===== config.mk =====
export PLATFORM = sky130hd
export DESIGN_NAME = mdio_host_master
export DESIGN_NICKNAME = d
export VERILOG_FILES = /design/src/rtl/mdio_host_pkg.sv /design/src/rtl/mdio_mdc_gen.sv /design/src/rtl/mdio_frame_seq.sv /design/src/rtl/mdio_host_reg.sv /design/src/rtl/mdio_host_master.sv
export SDC_FILE = /design/constraint.sdc
export NUM_CORES = 1
export LEC_CHECK = 0
export ABC_CLOCK_PERIOD_IN_PS = 3400
export BUFFER_PORTS_ARGS = -buffer_cell sky130_fd_sc_hd__buf_2
export CORE_ASPECT_RATIO = 1.1
export CORE_MARGIN = 1
export CORE_UTILIZATION = 28
export DETAILED_ROUTE_END_ITERATION = 6
export GPL_TIMING_DRIVEN = 1
export MAX_ROUTING_LAYER = met4
export SYNTH_ARGS = -nofsm -noshare
export SYNTH_HDL_FRONTEND = slang
export SYNTH_SLANG_ARGS = --single-unit

===== constraint.sdc =====
create_clock -name clk -period 3.4 [get_ports clk]
set_input_delay 0.17 -clock clk [delete_from_list [all_inputs] [get_ports clk]]
set_output_delay 0.17 -clock clk [all_outputs]
set_load 0.05 [all_outputs]

===== src/rtl/mdio_host_pkg.sv =====
package mdio_host_pkg;

   localparam int FRAME_BITS = 64;
   localparam int PRE_BITS   = 32;
   localparam int TA_POS     = 46;
   localparam int DATA_POS   = 48;
   localparam int IDX_W      = $clog2(FRAME_BITS);

   typedef struct packed {
      logic        done;
      logic        cmd_wr;
      logic        cmd_rd_blk;
      logic        cmd_rd_nblk;
      logic        no_pre;
      logic        rsv;
      logic [4:0]  phy;
      logic [4:0]  regad;
      logic [15:0] data;
   } host_word_t;

endpackage


===== src/rtl/mdio_mdc_gen.sv =====
module mdio_mdc_gen #(
   parameter int DIV_HALF = 4
) (
   input  logic clk,
   input  logic rst_n,
   input  logic en,
   output logic mdc,
   output logic rise_tick,
   output logic fall_tick
);

   localparam int CNT_W = (DIV_HALF > 1) ? $clog2(DIV_HALF) : 1;

   logic term;

   generate
      if (DIV_HALF == 1) begin : g_direct
         assign term = 1'b1;
      end else begin : g_count
         logic [CNT_W-1:0] cnt;
         assign term = (cnt == CNT_W'(DIV_HALF - 1));
         always_ff @(posedge clk) begin
            if (!rst_n || !en) begin
               cnt <= '0;
            end else if (term) begin
               cnt <= '0;
            end else begin
               cnt <= cnt + 1'b1;
            end
         end
      end
   endgenerate

   assign rise_tick = en && term && !mdc;
   assign fall_tick = en && term && mdc;

   always_ff @(posedge clk) begin
      if (!rst_n || !en) begin
         mdc <= 1'b0;
      end else if (term) begin
         mdc <= ~mdc;
      end
   end

endmodule


===== src/rtl/mdio_frame_seq.sv =====
module mdio_frame_seq
   import mdio_host_pkg::*;
(
   input  logic        clk,
   input  logic        rst_n,
   input  logic        start,
   input  logic        start_rd,
   input  logic        start_no_pre,
   input  logic [4:0]  start_phy,
   input  logic [4:0]  start_reg,
   input  logic [15:0] start_data,
   input  logic        rise_tick,
   input  logic        fall_tick,
   input  logic        mdio_i,
   output logic        busy,
   output logic        mdio_o,
   output logic        mdio_oe,
   output logic        fin,
   output logic [15:0] rd_word
);

   logic [FRAME_BITS-1:0] sr;
   logic [IDX_W-1:0]      idx;
   logic                  is_rd;
   logic [15:0]           cap;
   logic [FRAME_BITS-1:0] frame;
   logic [IDX_W-1:0]      first_idx;

   always_comb begin
      frame = {{PRE_BITS{1'b1}}, 2'b01,
               (start_rd ? 2'b10 : 2'b01),
               start_phy, start_reg,
               (start_rd ? 2'b00 : 2'b10),
               (start_rd ? 16'h0000 : start_data)};
      first_idx = start_no_pre ? IDX_W'(PRE_BITS) : '0;
   end

   assign fin     = busy && fall_tick && (idx == IDX_W'(FRAME_BITS - 1));
   assign mdio_o  = sr[FRAME_BITS-1];
   assign mdio_oe = busy && !(is_rd && (idx >= IDX_W'(TA_POS)));
   assign rd_word = cap;

   always_ff @(posedge clk) begin
      if (!rst_n) begin
         busy  <= 1'b0;
         is_rd <= 1'b0;
         sr    <= '0;
         idx   <= '0;
         cap   <= '0;
      end else if (start && !busy) begin
         busy  <= 1'b1;
         is_rd <= start_rd;
         sr    <= frame << first_idx;
         idx   <= first_idx;
         cap   <= '0;
      end else if (busy) begin
         if (rise_tick && is_rd && (idx >= IDX_W'(DATA_POS))) begin
            cap <= {cap[14:0], mdio_i};
         end
         if (fall_tick) begin
            sr  <= sr << 1;
            idx <= idx + 1'b1;
            if (fin) begin
               busy <= 1'b0;
            end
         end
      end
   end

endmodule


===== src/rtl/mdio_host_reg.sv =====
module mdio_host_reg
   import mdio_host_pkg::*;
(
   input  logic        clk,
   input  logic        rst_n,
   input  logic        wr_en,
   input  logic [31:0] wdata,
   input  logic        rd_en,
   input  logic        busy,
   input  logic        fin,
   input  logic [15:0] rd_word,
   output logic [31:0] rdata,
   output logic        rd_ready,
   output logic        irq,
   output logic        start,
   output logic        start_rd,
   output logic        start_no_pre,
   output logic [4:0]  start_phy,
   output logic [4:0]  start_reg,
   output logic [15:0] start_data
);

   host_word_t word;
   host_word_t wnew;
   logic [1:0] ncmd;
   logic       accept;

   always_comb begin
      wnew   = host_word_t'(wdata);
      ncmd   = {1'b0, wnew.cmd_wr} + {1'b0, wnew.cmd_rd_blk} + {1'b0, wnew.cmd_rd_nblk};
      accept = wr_en && !busy && (ncmd <= 2'd1);
   end

   assign start        = accept && (ncmd == 2'd1);
   assign start_rd     = !wnew.cmd_wr;
   assign start_no_pre = wnew.no_pre;
   assign start_phy    = wnew.phy;
   assign start_reg    = wnew.regad;
   assign start_data   = wnew.data;

   assign rdata    = word;
   assign rd_ready = !(rd_en && word.cmd_rd_blk && !word.done);

   always_ff @(posedge clk) begin
      if (!rst_n) begin
         word <= '0;
         irq  <= 1'b0;
      end else begin
         irq <= fin;
         if (fin) begin
            word.done        <= 1'b1;
            word.cmd_wr      <= 1'b0;
            word.cmd_rd_blk  <= 1'b0;
            word.cmd_rd_nblk <= 1'b0;
            if (!word.cmd_wr) begin
               word.data <= rd_word;
            end
         end else if (accept) begin
            word      <= wnew;
            word.done <= 1'b0;
            word.rsv  <= 1'b0;
         end
      end
   end

endmodule


===== src/rtl/mdio_host_master.sv =====
module mdio_host_master #(
   parameter int DIV_HALF = 4
) (
   input  logic        clk,
   input  logic        rst_n,
   input  logic        reg_wr,
   input  logic [31:0] reg_wdata,
   input  logic        reg_rd,
   output logic [31:0] reg_rdata,
   output logic        reg_rd_ready,
   output logic        done_irq,
   output logic        mdc,
   output logic        mdio_o,
   output logic        mdio_oe,
   input  logic        mdio_i
);

   generate
      if (DIV_HALF < 1) begin : g_bad_div
         $error("DIV_HALF must be at least 1");
      end
   endgenerate

   logic        busy;
   logic        fin;
   logic        rise_tick;
   logic        fall_tick;
   logic [15:0] rd_word;
   logic        start;
   logic        start_rd;
   logic        start_no_pre;
   logic [4:0]  start_phy;
   logic [4:0]  start_reg;
   logic [15:0] start_data;

   mdio_host_reg u_reg (
      .clk          (clk),
      .rst_n        (rst_n),
      .wr_en        (reg_wr),
      .wdata        (reg_wdata),
      .rd_en        (reg_rd),
      .busy         (busy),
      .fin          (fin),
      .rd_word      (rd_word),
      .rdata        (reg_rdata),
      .rd_ready     (reg_rd_ready),
      .irq          (done_irq),
      .start        (start),
      .start_rd     (start_rd),
      .start_no_pre (start_no_pre),
      .start_phy    (start_phy),
      .start_reg    (start_reg),
      .start_data   (start_data)
   );

   mdio_mdc_gen #(.DIV_HALF(DIV_HALF)) u_mdc (
      .clk       (clk),
      .rst_n     (rst_n),
      .en        (busy),
      .mdc       (mdc),
      .rise_tick (rise_tick),
      .fall_tick (fall_tick)
   );

   mdio_frame_seq u_seq (
      .clk          (clk),
      .rst_n        (rst_n),
      .start        (start),
      .start_rd     (start_rd),
      .start_no_pre (start_no_pre),
      .start_phy    (start_phy),
      .start_reg    (start_reg),
      .start_data   (start_data),
      .rise_tick    (rise_tick),
      .fall_tick    (fall_tick),
      .mdio_i       (mdio_i),
      .busy         (busy),
      .mdio_o       (mdio_o),
      .mdio_oe      (mdio_oe),
      .fin          (fin),
      .rd_word      (rd_word)
   );

endmodule


## Yosys cells after proc, flatten, opt, wreduce, memory -nomap -nowiden

Index checks and enable logic that the tools add are counted.
W data, S select, Z words.

| storage, ports and cells | value |
|---|---|
| logic and storage cells | 82 |
| input bits | 37 |
| register bits after elaboration | 123 |
| output and inout bits | 37 |

| cells by class | value |
|---|---|
| $add $sub $neg | 4 |
| shift-type cells | 1 |
| bitwise operators | 3 |
| $lt $le $gt $ge | 3 |
| multiplexer cells | 18 |
| reductions and logical operators | 33 |
| equal/unequal tests | 4 |

Operators by type and width:

| operator | number |
|---|---|
| $mux W64 | 3 |
| $shl A64 B6 Y64 | 1 |
| $mux W16 | 3 |
| $mux W32 | 1 |
| $mux W6 | 4 |
| $logic_and A1 B1 Y1 | 15 |
| $ge A6 B6 Y1 const B | 2 |
| $reduce_and A2 Y1 | 4 |
| $logic_not A1 Y1 | 7 |
| $add A6 B1 Y6 const B | 1 |
| $eq A6 B6 Y1 const B | 1 |
| $reduce_bool A2 Y1 | 3 |
| $reduce_or A2 Y1 | 3 |
| $mux W1 | 4 |
| $mux W2 | 2 |
| $mux W4 | 1 |
| $not A1 Y1 | 3 |
| $add A1 B1 Y2 | 1 |
| $add A2 B1 Y2 | 1 |
| $add A2 B1 Y2 const B | 1 |
| $eq A2 B1 Y1 const B | 1 |
| $eq A2 B2 Y1 const B | 1 |
| $le A2 B1 Y1 const B | 1 |
| $ne A2 B2 Y1 const B | 1 |
| $logic_or A1 B1 Y1 | 1 |

## Logic depth before layout (Yosys ltp)

Gate-level depths: netlist of run 1.

| depth | value |
|---|---|
| depth in word-level cells | 9 |
| depth in mapped cells | 7 |
| depth with buffers taken out | 4 |

## Modules after synthesis

From an unflattened synthesis of run 1, not the netlist that was laid out.

| second synthesis, totals | value |
|---|---|
| cell total of the unflattened synthesis | 610 |
| area total of the unflattened synthesis | 5292.6 um2 |

By module, submodules not included:

| module | area each (um2) | cells an instance | sequential area each (um2) | instances |
|---|---|---|---|---|
| mdio_frame_seq | 3697.3 | 442 | 1761.7 | 1 |
| mdio_host_reg | 1478.9 | 156 | 640.6 | 1 |
| mdio_mdc_gen | 116.4 | 12 | 60.1 | 1 |

## Worst setup path before layout of run 1

No wires, ideal clock.

| timing path | value |
|---|---|
| path type | flip-flop to flip-flop |
| start | register u_mdc.mdc |
| end | register u_reg.word (netlist bit u_reg.rdata[10]) |
| slack | 1623 ps |
| setup time | 75 ps |
| stages on the path, launching flop included | 6 |
| path buffers | 2 |
| arrival time | 1702 ps |
| required time | 3325 ps |
| period minus slack after synthesis | 1777 ps |
| cell sequence | dfxtp_1 > buf_4 > nand4_2 > clkbuf_1 > or4_1 > a31oi_1 |

| between the ends | value |
|---|---|
| longest elaborated chain between the ends | 5 |
| elaborated cells between the ends (all ways) | 7 |
| classes of those cells | eq/ne (1); mux (1); reduce/logical (5) |

Ends and longest elaborated chain:

| item | line | text |
|---|---|---|
| from (decl) | mdio_mdc_gen.sv:7 | `output logic mdc,` |
| from (signal assigned) | mdio_mdc_gen.sv:41 | `mdc <= ~mdc;` |
| $logic_and A1 B1 Y1 (*) | mdio_mdc_gen.sv:35 | `assign fall_tick = en && term && mdc;` |
| $logic_and A1 B1 Y1 (*) (2 in a row) | mdio_frame_seq.sv:38 | `assign fin = busy && fall_tick && (idx == IDX_W'(FRAME_BITS - 1));` |
| $ne A2 B2 Y1 (no line) / $reduce_bool A2 Y1 (equally long branches) | - |  |
| $reduce_and A2 Y1 (no line) | - |  |
| to (signal assigned) | mdio_host_reg.sv:59 | `word <= wnew;` |
| to (decl) | mdio_host_reg.sv:23 | `host_word_t word;` |

Mark *: on every way between the ends. The rest lies on a longest branch, timed or not.
A chain may end at the register's enable or synchronous reset.

## Worst setup path after layout of run 1

| timing path | value |
|---|---|
| start | register u_mdc.g_count.cnt[0] |
| end | register u_reg.word (netlist bit u_reg.rdata[13]) |

| between the ends | value |
|---|---|
| longest elaborated chain between the ends | 7 |
| elaborated cells between the ends (all ways) | 9 |
| classes of those cells | eq/ne (2); mux (1); reduce/logical (6) |

Ends and longest elaborated chain:

| item | line | text |
|---|---|---|
| from (decl) | mdio_mdc_gen.sv:20 | `logic [CNT_W-1:0] cnt;` |
| from (signal assigned) | mdio_mdc_gen.sv:28 | `cnt <= cnt + 1'b1;` |
| $eq A2 B2 Y1 (*) | mdio_mdc_gen.sv:21 | `assign term = (cnt == CNT_W'(DIV_HALF - 1));` |
| $logic_and A1 B1 Y1 (*) (2 in a row) | mdio_mdc_gen.sv:35 |  |
| $logic_and A1 B1 Y1 (*) (2 in a row) | mdio_frame_seq.sv:38 |  |
| $ne A2 B2 Y1 (no line) / $reduce_bool A2 Y1 (equally long branches) | - |  |
| $reduce_and A2 Y1 (no line) | - |  |

Marks and branches as above.

==> results of run 1 <==
layout by cell type, fill, tap and decap left out, drive strengths merged, types with 2 or more instances in the layout:
master and count:
nand2b 2, ha 2, or4 16, o31ai 29, nand2 109, and4 3
o21ai 39, a21boi 16, clkinvlp 2, clkbuf 25, a311oi 11, dfxtp 123
a21oi 83, a2bb2oi 16, buf 85, nor3b 2, a31oi 33, xnor2 3
clkinv 3, nand3 54, mux2i 2, nor3 2, o311ai 16, or4b 2
nor2b 2, nand4 3, inv 17, nor2 6
critical path: stages, from the launching register on:
cell	delay [ns]
dfxtp_1	0.33
ha_1	0.45
nand4_4	0.59
or4_1	0.69
a31oi_1	0.19
sequential cells by signal, summed over array words and instances, names as in the netlist:
register	count
u_seq.rd_word	16
u_seq.sr	64
u_reg.rdata	31
u_seq.is_rd	1
u_reg.irq	1
u_mdc.g_count.cnt	2
u_seq.busy	1
u_mdc.mdc	1
u_seq.idx	6
power groups by stage:
stage	combinational [W]	sequential [W]	clock [W]
floorplan	0.000223	0.00165	0
global placement	0.000405	0.00159	0
detailed placement	0.000408	0.00159	0
CTS	0.000409	0.00157	0.00172
global route	0.000445	0.00158	0.00179
finish	0.000406	0.00157	0.00169
cell type report:
| cell class | instances | area [sq um] | area share [%] |
|---|---|---|---|
| well taps | 247 | 309 | 4.72 |
| repair buffers | 85 | 463 | 7.06 |
| clock inverters | 6 | 63.8 | 0.974 |
| clock buffers | 25 | 485 | 7.41 |
| multi-input cells | 462 | 2710 | 41.3 |
| inverters | 17 | 63.8 | 0.974 |
| flip-flops and latches | 123 | 2460 | 37.6 |
layer usage:
layer  part of all wire, %  wire length, um
met3                   5.2              799
met1                    47             7280
met4                   1.4              212
met5                     0                0
met2                    46             7110
how the worst max path moves through the flow:
stage	start	end	slack [ns]	cells past startpoint
detailed placement	reg_wdata[28]	u_seq.idx[5]$_SDFFE_PN0P_	1.10	6
floorplan	u_mdc.mdc$_SDFFE_PP0N_	u_reg.rdata[10]$_SDFFE_PN0P_	1.62	5
CTS	u_mdc.g_count.cnt[0]$_SDFF_PP0_	u_reg.rdata[15]$_SDFFE_PN0P_	1.10	4
global placement	u_mdc.g_count.cnt[0]$_SDFF_PP0_	u_reg.rdata[10]$_SDFFE_PN0P_	1.10	4
global route	u_mdc.g_count.cnt[0]$_SDFF_PP0_	u_reg.rdata[2]$_SDFFE_PN0P_	0.91	4
finish	u_mdc.g_count.cnt[0]$_SDFF_PP0_	u_reg.rdata[13]$_SDFFE_PN0P_	1.06	4
stage by stage:
stage	instances	area, sq um
final	965	6550
after global routing	965	6550
after CTS	965	6550
after detailed placement	934	6000
after global placement	934	6000
after floorplan	678	5530
logic make-up after synthesis:
group	after synthesis	synth area share, %
multiplexers	2	0.362
AO/OA/AOI/OAI	245	27.9
AND/OR/NAND/NOR	208	18.6
adder cells (fa/ha/maj)	3	0.814
XOR/XNOR	3	0.475
buffers and inverters	93	7.28
other	1	0.0678
flip-flops	123	44.5
==> metrics, run 1 <==
run status finished clean; met2 track utilization from global routing 24.0%; startpoint kind of the worst setup timing path register; overall power after layout 0.00366 W; sequential fraction of design power 42.7%; flip-flop and latch count after synthesis 123; met1 capacity usage during global routing 21.0%; Initial Utilization 28.8%; maximum resistive drop on vdd 0.359 mV; count of antenna diodes in the layout 0; number of flops mapped to enable cells by yosys 0; deepest clock path buffer count 2; most common library cells after synthesis dfxtp_1 (123), nand2_1 (109), a21oi_1 (83), nand3_1 (53), clkbuf_1 (43); Cell Int Power 0.00270 W; setup slack of the worst register-to-register path 1.06 ns; Global Route met3 Usage 3.90%; PD cells 559 nW/um^2; peak fanout along the critical path 52; net switching share of the total power 26.2%; die width 136 um; worst slew margin relative to its limit 24.7%; initial antenna violation count 0; Clock Skews 0.00780 ns; number of top-level design ports 74; final hold slack 0.0136 ns; leading cell type by number of instances after synthesis dfxtp_1; Max Cap Viol 0; Psw 0.000959 W; grt peak-use layer met2; total routing resource utilization after global routing 16.1%; total number of vias 5144; hold crit path type primary input to register; post-synthesis sequential area ratio 44.5%; share of the clock period used by the worst path after layout 68.7%; CTS tree yes; largest net degree at the start of global routing 58; share of synthesized flip-flops with an asynchronous set or reset 0%; Vias per Instance 5.33; total wire length 15400 um; proportion of power drawn by combinational gates 11.1%; slew at the pin closest to its max-slew limit 1.13 ns; post-detailed-route DRC marker count 0; CTS root buffer clkbuf_16; Fillers 2048; CTS H-Tree Depth 4; portion of synthesized cell area occupied by the leading cell type 44.5%; number of iterations in the first detailed-routing pass 4; Post-Synthesis Cell Area 5530 sq um; fraction of layout instances using a drive strength above 1 16.7%; post-placement setup slack 1.10 ns; clock share of power 46.2%; cts bufs inserted 17; half-perimeter wire length after placement 9460 um; cells after synthesis 678; layout overhead on the synthesized area 18.4%; final critical delay including setup and external delays 2.34 ns; via count of the first global-routing pass 4721; height of the chip 149 um; antenna-violating nets left 0; clock net sink count 123; total gr overflow 0; fin. max-slew vios 0; Synthesis Warnings 0; final setup vio count 0; worst setup slack after layout 1.06 ns; placeable core region 19200 sq um; CTS-repair resized insts 0; start point of the worst min-delay path reg_wdata[21]; setup TNS 0 ns; floorplan row count 53; buffer count from post-CTS setup fixing 0; static power due to leakage 2.33 nW; per-cell routed wire length 16.0 um; top cells by area in the synthesized netlist dfxtp_1 (44%), a21oi_1 (7.5%), nand2_1 (7.4%); global placement routability congestion 0.740; critical path class register to register; CTS Hold Bufs 0; number of hold violations in the final report 0; floorplan die area 20300 sq um; reg-to-reg critical path startpoint u_mdc.g_count.cnt[0]$_SDFF_PP0_; destination of the worst register-to-register timing path u_reg.rdata[13]$_SDFFE_PN0P_; cell depth of the worst flop-to-flop path 4; number of stages on the worst hold path 3; CP Data Required Time 3.74 ns; end of the worst hold path u_reg.rdata[21]$_SDFFE_PN0P_; total nets after synthesis 718; net count reported at finish 746; Yosys cell types 45; clock latency on the worst-skew pair 0.42 ns; clock slew at the register clock pins of the worst setup and hold paths 0.05 ns; I/O Buffers 70; library cell occupying the most area in the post-synthesis netlist dfxtp_1; DR iter-0 viols 378; wire length of the first global-routing pass 24700 um; Top FF cell, synth dfxtp_1; setup repair after global routing missed its margin no; Arrival @ worst endpoint 2.68 ns; highest achievable clock rate 0.428 GHz; mean area per synthesized cell 8.16 sq um; Finished Core Util 34.1%; Crit. End Element register
No activity file was read; power rests on OpenSTA's default activity.
==> run 2, diff against run 1 <==
Settings changed: ABC_CLOCK_PERIOD_IN_PS 3400 to 2100.
Clock period 3.4 ns to 2.1 ns, I/O delays scaled along.
==> metrics, run 2 (same netlist as run 1, synthesis figures left out) <==
run status finished clean (unchanged); leading cell type in the layout, fill and taps excluded dfxtp_1 (unchanged); final critical delay including setup and external delays 1.98 ns; number of flip-flops under the largest register name 64 (unchanged); PD cells 901 nW/um^2 (was 559 nW/um^2); net count reported at finish 785 (was 746); CTS H-Tree Depth 4 (unchanged); peak fanout along the critical path 49 (was 52); startpoint kind of the worst setup timing path primary input (was register); worst slew margin relative to its limit 36.6% (was 24.7%); total wire length 15700 um (was 15400 um); post-placement setup slack 0.271 ns (was 1.10 ns); layout overhead on the synthesized area 28.2% (was 18.4%); fin. max-slew vios 0 (unchanged); overall power after layout 0.00640 W (was 0.00366 W); CTS-repair resized insts 0 (unchanged); proportion of power drawn by combinational gates 11.5% (was 11.1%); deepest clock path buffer count 2 (unchanged); CTS root buffer clkbuf_16 (unchanged); static power due to leakage 2.58 nW (was 2.33 nW); number of top-level design ports 74 (unchanged); floorplan row count 53 (unchanged); Psw 0.00157 W (was 0.000959 W); Clock Skews 0.00646 ns (was 0.00780 ns); Initial Utilization 28.8% (unchanged); clock share of power 48.9% (was 46.2%); maximum resistive drop on vdd 0.816 mV (was 0.359 mV); total routing resource utilization after global routing 16.6% (was 16.1%); fraction of layout instances using a drive strength above 1 17.5% (was 16.7%); setup TNS 0 ns (unchanged); net switching share of the total power 24.6% (was 26.2%); Arrival @ worst endpoint 2.27 ns (was 2.68 ns); sequential fraction of design power 39.6% (was 42.7%); post-detailed-route DRC marker count 0 (unchanged); total gr overflow 0 (unchanged); Vias per Instance 5.26 (was 5.33); launching instance or port of the critical path reg_wdata[28] (was u_mdc.g_count.cnt[0]$_SDFF_PP0_); critical path class primary input to register (was register to register); Cell Int Power 0.00482 W (was 0.00270 W); clock latency on the worst-skew pair 0.42 ns (about the same); half-perimeter wire length after placement 9390 um (was 9460 um); via count of the first global-routing pass 4865 (was 4721); worst setup slack after layout 0.116 ns (was 1.06 ns); slew at the pin closest to its max-slew limit 0.949 ns (was 1.13 ns); cts bufs inserted 17 (unchanged); Crit. End Element register (unchanged); setup repair after global routing missed its margin no (unchanged); die width 136 um (unchanged); per-cell routed wire length 15.7 um (was 16.0 um); largest net degree at the start of global routing 53 (was 58); clock slew at the register clock pins of the worst setup and hold paths 0.05 ns (about the same); Max Cap Viol 0 (unchanged); highest achievable clock rate 0.504 GHz; height of the chip 149 um (unchanged); start point of the worst min-delay path reg_wr (was reg_wdata[21]); wire length of the first global-routing pass 25600 um (was 24700 um); clock net sink count 123 (unchanged); register ranked first by flip-flop count u_seq.sr (unchanged); I/O Buffers 70 (unchanged); placeable core region 19200 sq um (unchanged); commonest cells after routing, fill and taps aside dfxtp_1 (123), nand2_1 (109), a21oi_1 (83) (unchanged); total number of vias 5272 (was 5144); share of the clock period used by the worst path after layout 94.5%; count of antenna diodes in the layout 0 (unchanged); DR iter-0 viols 351 (was 378); antenna-violating nets left 0 (unchanged); number of hold violations in the final report 0 (unchanged); CP Data Required Time 2.39 ns (was 3.74 ns); reg-to-reg critical path startpoint u_mdc.g_count.cnt[0]$_SDFF_PP0_ (unchanged); initial antenna violation count 0 (unchanged); number of iterations in the first detailed-routing pass 5 (was 4); floorplan die area 20300 sq um (unchanged); hold crit path type primary input to register (unchanged); CTS tree yes (unchanged); final setup vio count 0 (unchanged); global placement routability congestion 0.766 (was 0.740); Fillers 1977 (was 2048)
## run 2: changes by cell type in the layout (fill, tap and decap cells not counted), moves of 2 or more
cell	delta
buf_4	+2
dlygate4sd3_1	+29
clkbuf_1	-3
buf_12	+8
bufinv_16	+3
## run 2: cell type report
cell class	count	area, sq um	share of cell area [%]
inverters	17	63.8	0.899
multi-input cells	462	2710	38.1
clock inverters	7	138	1.94
flip-flops and latches	123	2460	34.7
clock buffers	23	488	6.88
well taps	247	309	4.36
repair buffers	124	928	13.1
## run 2: metrics by stage
step | instance area, sq um | hold slack, ns | utilization, % | instances
after floorplan | 5530 | 0.241 | - | 678
after global placement | 6180 | 0.366 | 32.1 | 944
after detailed placement | 6180 | 0.375 | 32.1 | 944
after CTS | 7100 | 0.124 | 36.9 | 1003
after global routing | 7100 | 0.168 | 36.9 | 1003
final | 7100 | 0.132 | 36.9 | 1003
## run 2: worst paths after layout
path	end	slack, ns	cells after the start
setup / recovery	u_seq.sr[50]$_SDFFE_PN0P_	0.12	7
hold / removal	u_seq.busy$_SDFF_PN0_	0.13	3
setup reg to reg	u_reg.rdata[15]$_SDFFE_PN0P_	0.31	5
hold reg to reg	u_mdc.g_count.cnt[0]$_SDFF_PP0_	0.43	1
## run 2: power groups by stage
stage / clock network [W] / registers [W] / logic (W)
CTS: 0.00318 / 0.00253 / 0.000736
finish: 0.00313 / 0.00253 / 0.000733
detailed placement: 0 / 0.00258 / 0.000691
global placement: 0 / 0.00258 / 0.000684
global route: 0.00329 / 0.00255 / 0.000800
floorplan: 0 / 0.00267 / 0.000360
## run 2: critical path: stages
cell           delay, ns
dlygate4sd3_1       0.54
buf_2               0.14
fa_1                0.52
nand4bb_4           0.36
buf_12              0.26
o31ai_1             0.26
a31oi_1             0.09
## run 2: routing by layer
layer  part of all wire [%]  global-route usage [%]  wire length [um]  vias to the layer above
met5                      0                       -                 0                        -
met4                    1.1                    4.67               173                        0
met1                     47                    21.8              7450                     2517
met3                    4.3                    3.96               674                       21
li1                       -                       -                 -                     2598
met2                     47                    25.2              7450                      136
## run 2: timing repair
item,in CTS,in global routing
hold endpoints to repair,42,0
buffers inserted,0,0
setup endpoints to repair,0,1
hold buffers,29,0
